--- config.mk ---
export PLATFORM = sky130hd
export DESIGN_NAME = uart_irq_status
export DESIGN_NICKNAME = d
export VERILOG_FILES = /design/src/rtl/uart_irq_pkg.sv /design/src/rtl/irq_trig_decode.sv /design/src/rtl/irq_level_src.sv /design/src/rtl/irq_cts_detect.sv /design/src/rtl/uart_irq_status.sv
export SDC_FILE = /design/constraint.sdc
export NUM_CORES = 1
export LEC_CHECK = 0
export BUFFER_PORTS_ARGS = -buffer_cell sky130_fd_sc_hd__buf_2
export CAP_MARGIN = 30
export CORE_MARGIN = 5
export CORE_UTILIZATION = 37
export DETAILED_ROUTE_END_ITERATION = 16
export PLACE_DENSITY_LB_ADDON = 0.1
export SYNTH_ARGS = -nofsm -noshare
export SYNTH_HDL_FRONTEND = slang
export SYNTH_SLANG_ARGS = --single-unit
--- constraint.sdc ---
create_clock -name clk -period 0.8 [get_ports clk]
set_input_delay 0.04 -clock clk [delete_from_list [all_inputs] [get_ports clk]]
set_output_delay 0.04 -clock clk [all_outputs]
set_load 0.05 [all_outputs]
--- src/rtl/uart_irq_pkg.sv ---
package uart_irq_pkg;
  localparam int STAT_W  = 6;
  localparam int BIT_TX  = 5;
  localparam int BIT_RX  = 4;
  localparam int BIT_CTS = 1;
  localparam int SEL_W   = 3;
endpackage

--- src/rtl/irq_trig_decode.sv ---
// Maps a 3-bit trigger select to a FIFO fill level.
module irq_trig_decode #(
  parameter int DEPTH = 32,
  localparam int CNT_W = $clog2(DEPTH + 1)
) (
  input  logic [uart_irq_pkg::SEL_W-1:0] sel,
  output logic [CNT_W-1:0]               level
);
  localparam int L_EIGHTH  = DEPTH / 8;
  localparam int L_QUARTER = DEPTH / 4;
  localparam int L_HALF    = DEPTH / 2;
  localparam int L_3Q      = (3 * DEPTH) / 4;
  localparam int L_7E      = (7 * DEPTH) / 8;

  always_comb begin
    case (sel)
      3'd0:    level = CNT_W'(L_EIGHTH);
      3'd1:    level = CNT_W'(L_QUARTER);
      3'd3:    level = CNT_W'(L_3Q);
      3'd4:    level = CNT_W'(L_7E);
      default: level = CNT_W'(L_HALF);
    endcase
  end
endmodule

--- src/rtl/irq_level_src.sv ---
// One FIFO-driven interrupt source; IS_RX picks the receive rule set.
module irq_level_src #(
  parameter int CNT_W = 6,
  parameter bit IS_RX = 1'b0
) (
  input  logic             clk,
  input  logic             rst_n,
  input  logic             fifo_en,
  input  logic [CNT_W-1:0] count,
  input  logic [CNT_W-1:0] level,
  input  logic             clr,
  output logic             flag
);
  logic cond, cond_q, rise;

  generate
    if (IS_RX) begin : g_rx

      assign cond = fifo_en ? (count >= level) : (count != '0);
    end else begin : g_tx

      assign cond = fifo_en ? (count <= level) : (count == '0);
    end
  endgenerate

  assign rise = cond & ~cond_q;

  always_ff @(posedge clk or negedge rst_n) begin
    if (!rst_n) begin
      cond_q <= 1'b0;
      flag   <= 1'b0;
    end else begin
      cond_q <= cond;
      if (rise)             flag <= 1'b1;  // edge-set, R9 set wins
      else if (!cond || clr) flag <= 1'b0;
    end
  end
endmodule

--- src/rtl/irq_cts_detect.sv ---
// Synchronizes the CTS pin and flags every level change.
module irq_cts_detect (
  input  logic clk,
  input  logic rst_n,
  input  logic cts_in,
  input  logic clr,
  output logic flag
);
  logic sync1, sync2, last;
  logic change;

  assign change = sync2 ^ last;

  always_ff @(posedge clk or negedge rst_n) begin
    if (!rst_n) begin
      sync1 <= 1'b0;
      sync2 <= 1'b0;
      last  <= 1'b0;
      flag  <= 1'b0;
    end else begin
      sync1 <= cts_in;
      sync2 <= sync1;
      last  <= sync2;
      if (change)   flag <= 1'b1;
      else if (clr) flag <= 1'b0;
    end
  end
endmodule

--- src/rtl/uart_irq_status.sv ---
module uart_irq_status #(
  parameter int DEPTH = 32,
  localparam int CNT_W = $clog2(DEPTH + 1)
) (
  input  logic                                  clk,
  input  logic                                  rst_n,
  input  logic                                  fifo_en,
  input  logic [CNT_W-1:0]                      tx_count,
  input  logic [CNT_W-1:0]                      rx_count,
  input  logic [uart_irq_pkg::SEL_W-1:0]        tx_trig_sel,
  input  logic [uart_irq_pkg::SEL_W-1:0]        rx_trig_sel,
  input  logic                                  cts_in,
  input  logic [uart_irq_pkg::STAT_W-1:0]       irq_mask,
  input  logic                                  clr_wr,
  input  logic [uart_irq_pkg::STAT_W-1:0]       clr_data,
  output logic [uart_irq_pkg::STAT_W-1:0]       raw_status,
  output logic [uart_irq_pkg::STAT_W-1:0]       masked_status,
  output logic                                  irq
);
  import uart_irq_pkg::*;

  logic [CNT_W-1:0] tx_level, rx_level;
  logic tx_flag, rx_flag, cts_flag;

  irq_trig_decode #(.DEPTH(DEPTH)) u_tx_dec (.sel(tx_trig_sel), .level(tx_level));
  irq_trig_decode #(.DEPTH(DEPTH)) u_rx_dec (.sel(rx_trig_sel), .level(rx_level));

  irq_level_src #(.CNT_W(CNT_W), .IS_RX(1'b0)) u_tx_src (
    .clk(clk), .rst_n(rst_n), .fifo_en(fifo_en), .count(tx_count),
    .level(tx_level), .clr(clr_wr & clr_data[BIT_TX]), .flag(tx_flag));

  irq_level_src #(.CNT_W(CNT_W), .IS_RX(1'b1)) u_rx_src (
    .clk(clk), .rst_n(rst_n), .fifo_en(fifo_en), .count(rx_count),
    .level(rx_level), .clr(clr_wr & clr_data[BIT_RX]), .flag(rx_flag));

  irq_cts_detect u_cts (
    .clk(clk), .rst_n(rst_n), .cts_in(cts_in),
    .clr(clr_wr & clr_data[BIT_CTS]), .flag(cts_flag));

  // fixed layout, reserved bits tied low
  always_comb begin
    raw_status          = '0;
    raw_status[BIT_TX]  = tx_flag;
    raw_status[BIT_RX]  = rx_flag;
    raw_status[BIT_CTS] = cts_flag;
  end


  assign masked_status = raw_status & irq_mask;
  assign irq           = |masked_status;
endmodule

== Word level (Yosys, flattened, before mapping) ==
Index checks and enable logic that the tools add are counted.
Storage, ports and cells
  input port bits: 35
  output and inout bits: 13
  bits in registers: 8
  logic and storage cells: 47
Cells by class
  reductions and logical operators: 12
  mux-type cells: 10
  order comparisons: 2
  eq/ne operators: 6
  bitwise gates (word level): 9
Operators by type and width (count)
  5-bit one-hot mux with 4 select lines: 2
  1-bit 2-to-1 mux: 8
  6-bit AND: 1
  3-bit by 1-bit == test with 1-bit output (second input constant): 2
  3-bit by 2-bit == test with 1-bit output (second input constant): 2
  3-bit == test (second input constant): 2
  6-bit by 5-bit >= comparator with 1-bit output: 1
  6-bit by 5-bit <= comparator with 1-bit output: 1
  3-bit zero test: 2
  6-bit zero test: 1
  2-bit nonzero test: 3
  6-bit nonzero test: 1
  6-bit OR reduction: 1
  1-bit AND: 5
  1-bit zero test: 2
  1-bit logical OR: 2
  1-bit NOT: 2
  1-bit bitwise XOR: 1

== Logic depth before layout (Yosys ltp) ==
  word-level depth: 8
  depth in mapped cells: 7
  depth with buffers taken out: 7

== Cells and area by module ==
A second synthesis with hierarchy kept.
Unflattened totals
  cells, all modules: 98
  area total of the unflattened synthesis: 822.0 um^2
By module, submodules not included
  irq_level_src at u_tx_src: sequential area each 50.0 um^2, area each 250.2 um^2, cells an instance 30, times used 1
  irq_level_src at u_rx_src: sequential area each 50.0 um^2, area each 235.2 um^2, cells an instance 29, times used 1
  uart_irq_status: sequential area each 0.0 um^2, area each 123.9 um^2, cells an instance 18, times used 1
  irq_cts_detect: sequential area each 100.1 um^2, area each 117.6 um^2, cells an instance 7, times used 1
  irq_trig_decode: sequential area each 0.0 um^2, area each 47.5 um^2, cells an instance 7, times used 2

== Least setup slack after synthesis ==
Ideal clock, no wire load.
  path kind: input-to-reg
  start: input port tx_trig_sel[1] in the netlist's numbering
  end: register u_tx_src.flag
  library setup time: 73 ps
  arrival time: 1229 ps
  stages on the path: 7
  required time: 727 ps
  buffers on the path: 0
  path slack: -502 ps
  cell sequence: nor2_1 mux2i_1 ha_1 nand4_1 a2111oi_2 a31o_1 a21boi_2
Between the ends
  longest elaborated chain between the ends: 7
  elaborated cells on any way between the ends: 12
  those cells by class: order compare: 1; eq/ne: 3; mux: 3; bitwise: 1; reduce/logical: 4
RTL lines
  start: declaration: RTL line uart_irq_status.sv:10  | input logic [uart_irq_pkg::SEL_W-1:0] tx_trig_sel,
  3-bit == test (tied with other cells): RTL line irq_trig_decode.sv:16  | case (sel)
  5-bit one-hot mux with 4 select lines *: RTL line irq_trig_decode.sv:16
  6-bit by 5-bit <= comparator with 1-bit output *: RTL line irq_level_src.sv:22  | assign cond = fifo_en ? (count <= level) : (count == '0);
  1-bit 2-to-1 mux *: RTL line irq_level_src.sv:22
  net u_tx_src.cond: RTL line irq_level_src.sv:14  | logic cond, cond_q, rise;
  1-bit zero test: RTL line irq_level_src.sv:35  | else if (!cond || clr) flag <= 1'b0;
  1-bit logical OR: RTL line irq_level_src.sv:35
  2-bit nonzero test (no source line)
  end signal: assignment: RTL line irq_level_src.sv:31  | flag <= 1'b0;
  end signal: assignment: RTL line irq_level_src.sv:34  | if (rise) flag <= 1'b1;
  end signal: assignment: RTL line irq_level_src.sv:35
  end: declaration: RTL line irq_level_src.sv:12  | output logic flag
Mark *: on every way through the listed nets, which the timed path passes. The rest lies on a longest branch.
A chain may end at the register's enable or synchronous reset.

== Worst setup path in the final report ==
  start: register u_rx_src.flag
  end: output port irq
Between the ends
  longest elaborated chain between the ends: 2
RTL lines
  start: declaration: RTL line irq_level_src.sv:12
  start signal: assignment: RTL line irq_level_src.sv:31
  start signal: assignment: RTL line irq_level_src.sv:34
  start signal: assignment: RTL line irq_level_src.sv:35
  6-bit AND: RTL line uart_irq_status.sv:49  | assign masked_status = raw_status & irq_mask;
  6-bit OR reduction: RTL line uart_irq_status.sv:50  | assign irq = |masked_status;
  end: declaration: RTL line uart_irq_status.sv:18  | output logic irq
Every way passes these cells.

==> results.ini <==
[die]
die_w_um=49.6
core_area_um2=1490
fp-row-count=14
start_util=0.390
fp.dieH_um=49.6
dieArea_um2=2460
io_pins=48

[status]
violations=negative setup slack
status=finished, violations left

[grt]
track_usage=0.120
overflow=0
grt_first_pass_wirelength_um=2350
antenna_found_initial=0
grt_pass1_vias=576
grt_max_degree=9

[sta]
timing.final.ws_setup_ns=-0.387
fin_crit_sh=1.48
final-max-slew-violation-count=0
skew_ns=0.000161
fin_hold_ws_ns=0.0488
finalHoldViolations=0
rsz0062_at_grt=true
finalSetupTns_ns=-2.44
setup_viol_count_final=11
period_minus_slack_ns=1.19
fmax_mhz=842

[min_path]
hold_path.class=in2reg

[worst_setup_path]
required_ns=0.76
critPathArrivalTime_ns=1.15
cp_max_fo=2
crit_type=reg2out
crit_path_end_kind=output pin
r2r_setup_slack_ns=0.05
start_kind=register

[drt]
drc_errors=0
drt_pass1_iterations=2
drt-total-wl_um=1460
wl_per_cell_um=11.4
antenna_left=0
num_vias=601
vias_per_cell=4.70
drtIter0Drc=2

[placement]
portBuffers=35
dp_slack_ns=-0.664
gp_congestion=0.782
placed_cell_area_um2=821
hpwlAfterDp_um=1150

[synthesis]
avgSynthCellArea_um2=9.22
synth_seq_cells=8
yosysTopAreaCellShare=0.345
ys_warn_count=0
yosys-top-cells-area=dfrtp_1, ha_1, buf_4, nand2_1, nor2_1
seq_area_frac_synth=0.345
yosys.area.top_type=dfrtp_1
netlist_area_um2=581
syn_inst=63
synth_cell_types=24

[power_and_ir_drop]
leakagePower_nw=0.531
peakVddDrop_v=0.000808
fin_total_pwr_mw=1.47
pwr_density_cell_nw_per_um2=1400

[cells_and_area]
nets=155
diodes=0
area_delta_synth_final_pct=80.2
fillers=128
final_cell_area_um2=1050
drive_gt1_frac=0.598

[clocking]
cts_buffers=3
root_buffer=clkbuf_4
cts_max_level=1
cts_tree=yes
clkSinkCount=8
clock_latency_ns=0.24
clkTransAtPathRegs_ns=0.05
cts_buffer_depth=2

[run]
maxCapViolations=0

-- cells by family after synthesis --
group / Yosys count / synth area share
adders and majority gates: 6 / 0.129
muxes: 2 / 0.0345
and+or+nand+nor: 26 / 0.228
DFF: 8 / 0.345
xor gates and xnor gates: 1 / 0.0151
buffers and inverters: 12 / 0.136
other: 1 / 0.00646
AOI/OAI and AO/OA: 7 / 0.106
-- worst max-delay path: stages, from the launching register on --
cell,delay (ns)
dfrtp_1,0.38
and2_4,0.15
nor3_4,0.18
inv_2,0.05
buf_6,0.15
-- cell usage after synthesis --
library cell / instances
a2111oi_2: 1
a21boi_0: 1
a21boi_2: 1
a21oi_1: 1
a31o_1: 1
and2_1: 3
buf_4: 9
conb_1: 1
dfrtp_1: 8
ha_1: 6
inv_1: 3
mux2i_1: 2
nand2_1: 7
nand3_1: 1
nand4_1: 1
nor2_1: 6
nor2b_1: 2
nor3_1: 3
nor4_1: 1
o21ai_0: 1
o2bb2ai_1: 1
or3b_1: 1
or4_4: 1
xnor2_1: 1
-- final cells by class --
type,instances,area [um^2],share of cell area
Inverter,3,11.3,0.0108
Tap cell,16,20.0,0.0191
Sequential cell,8,200,0.191
Timing Repair Buffer,50,400,0.383
Clock buffer,3,22.5,0.0215
Multi-Input combinational cell,48,392,0.374
-- flip-flops by register name, summed over array words and instances, names as in the netlist --
| signal | flops |
|---|---|
| u_cts.sync2 | 1 |
| u_tx_src.flag | 1 |
| u_cts.last | 1 |
| u_cts.flag | 1 |
| u_cts.sync1 | 1 |
| u_tx_src.cond_q | 1 |
| u_rx_src.cond_q | 1 |
| u_rx_src.flag | 1 |
-- power breakdown --
group	switching (mW)	leakage [nW]	internal, mW
Clock	0.111	0.0138	0.170
Sequential	0.0188	0.0941	0.441
Combinational	0.390	0.423	0.338
Total	0.520	0.531	0.949
-- repair_timing --
| item | CTS | global route |
|---|---|---|
| pin swaps | 4 | 3 |
| cloned | 0 | 0 |
| hold buffers | 2 | 0 |
| hold endpoints to repair | 9 | 0 |
| endpoints found under the setup margin | 11 | 11 |
| resized for setup | 28 | 12 |
| buffers inserted | 2 | 4 |
-- cells in the final DEF, fill, tap and decap left out --
master          n
ha_2            1
inv_1           2
nor3_2          1
nand4_1         1
nor2b_1         1
nor2_2          1
buf_6          10
and2_4          3
dlygate4sd3_1   2
or3b_1          1
nor2b_4         1
nor2_4          2
conb_1          6
a2111oi_4       1
buf_4          11
a21oi_2         1
a21boi_2        2
nand2_1         7
clkbuf_4        3
ha_1            5
o2bb2ai_1       1
a31o_1          1
inv_2           1
nand3_1         1
nor4_1          1
nor3_4          1
or4_4           1
buf_2          22
nor3_1          1
xnor2_1         1
o21ai_0         1
mux2i_1         2
buf_8           5
nor2_1          3
dfrtp_1         8
-- per-layer routing --
metal,part of all wire,global-route usage,up-vias
li1,-,-,301
met1,0.37,0.137,275
met2,0.53,0.210,23
met3,0.078,0.0331,2
met4,0.015,0.0393,0
met5,0,0,-
-- final timing paths --
kind | start | endpoint | depth (start not counted)
worst min register to register | u_cts.sync1$_DFF_PN0_ | u_cts.sync2$_DFF_PN0_ | 0
min in group asynchronous | rst_n | u_tx_src.cond_q$_DFF_PN0_ | 2
worst max register to register | u_rx_src.flag$_DFFE_PN0P_ | u_rx_src.flag$_DFFE_PN0P_ | 3
max in group asynchronous | rst_n | u_cts.flag$_DFFE_PN0P_ | 2
worst max-delay path | u_rx_src.flag$_DFFE_PN0P_ | irq | 4
worst min-delay path | clr_data[1] | u_cts.flag$_DFFE_PN0P_ | 4
-- stage by stage --
step / util / cells
2_1_floorplan: - / 68
4_1_cts: 0.661 / 125
3_5_place_dp: 0.551 / 118
6_report: 0.703 / 128
3_3_place_gp: 0.551 / 118
5_1_grt: 0.703 / 128
(Power assumes the default switching activity.)
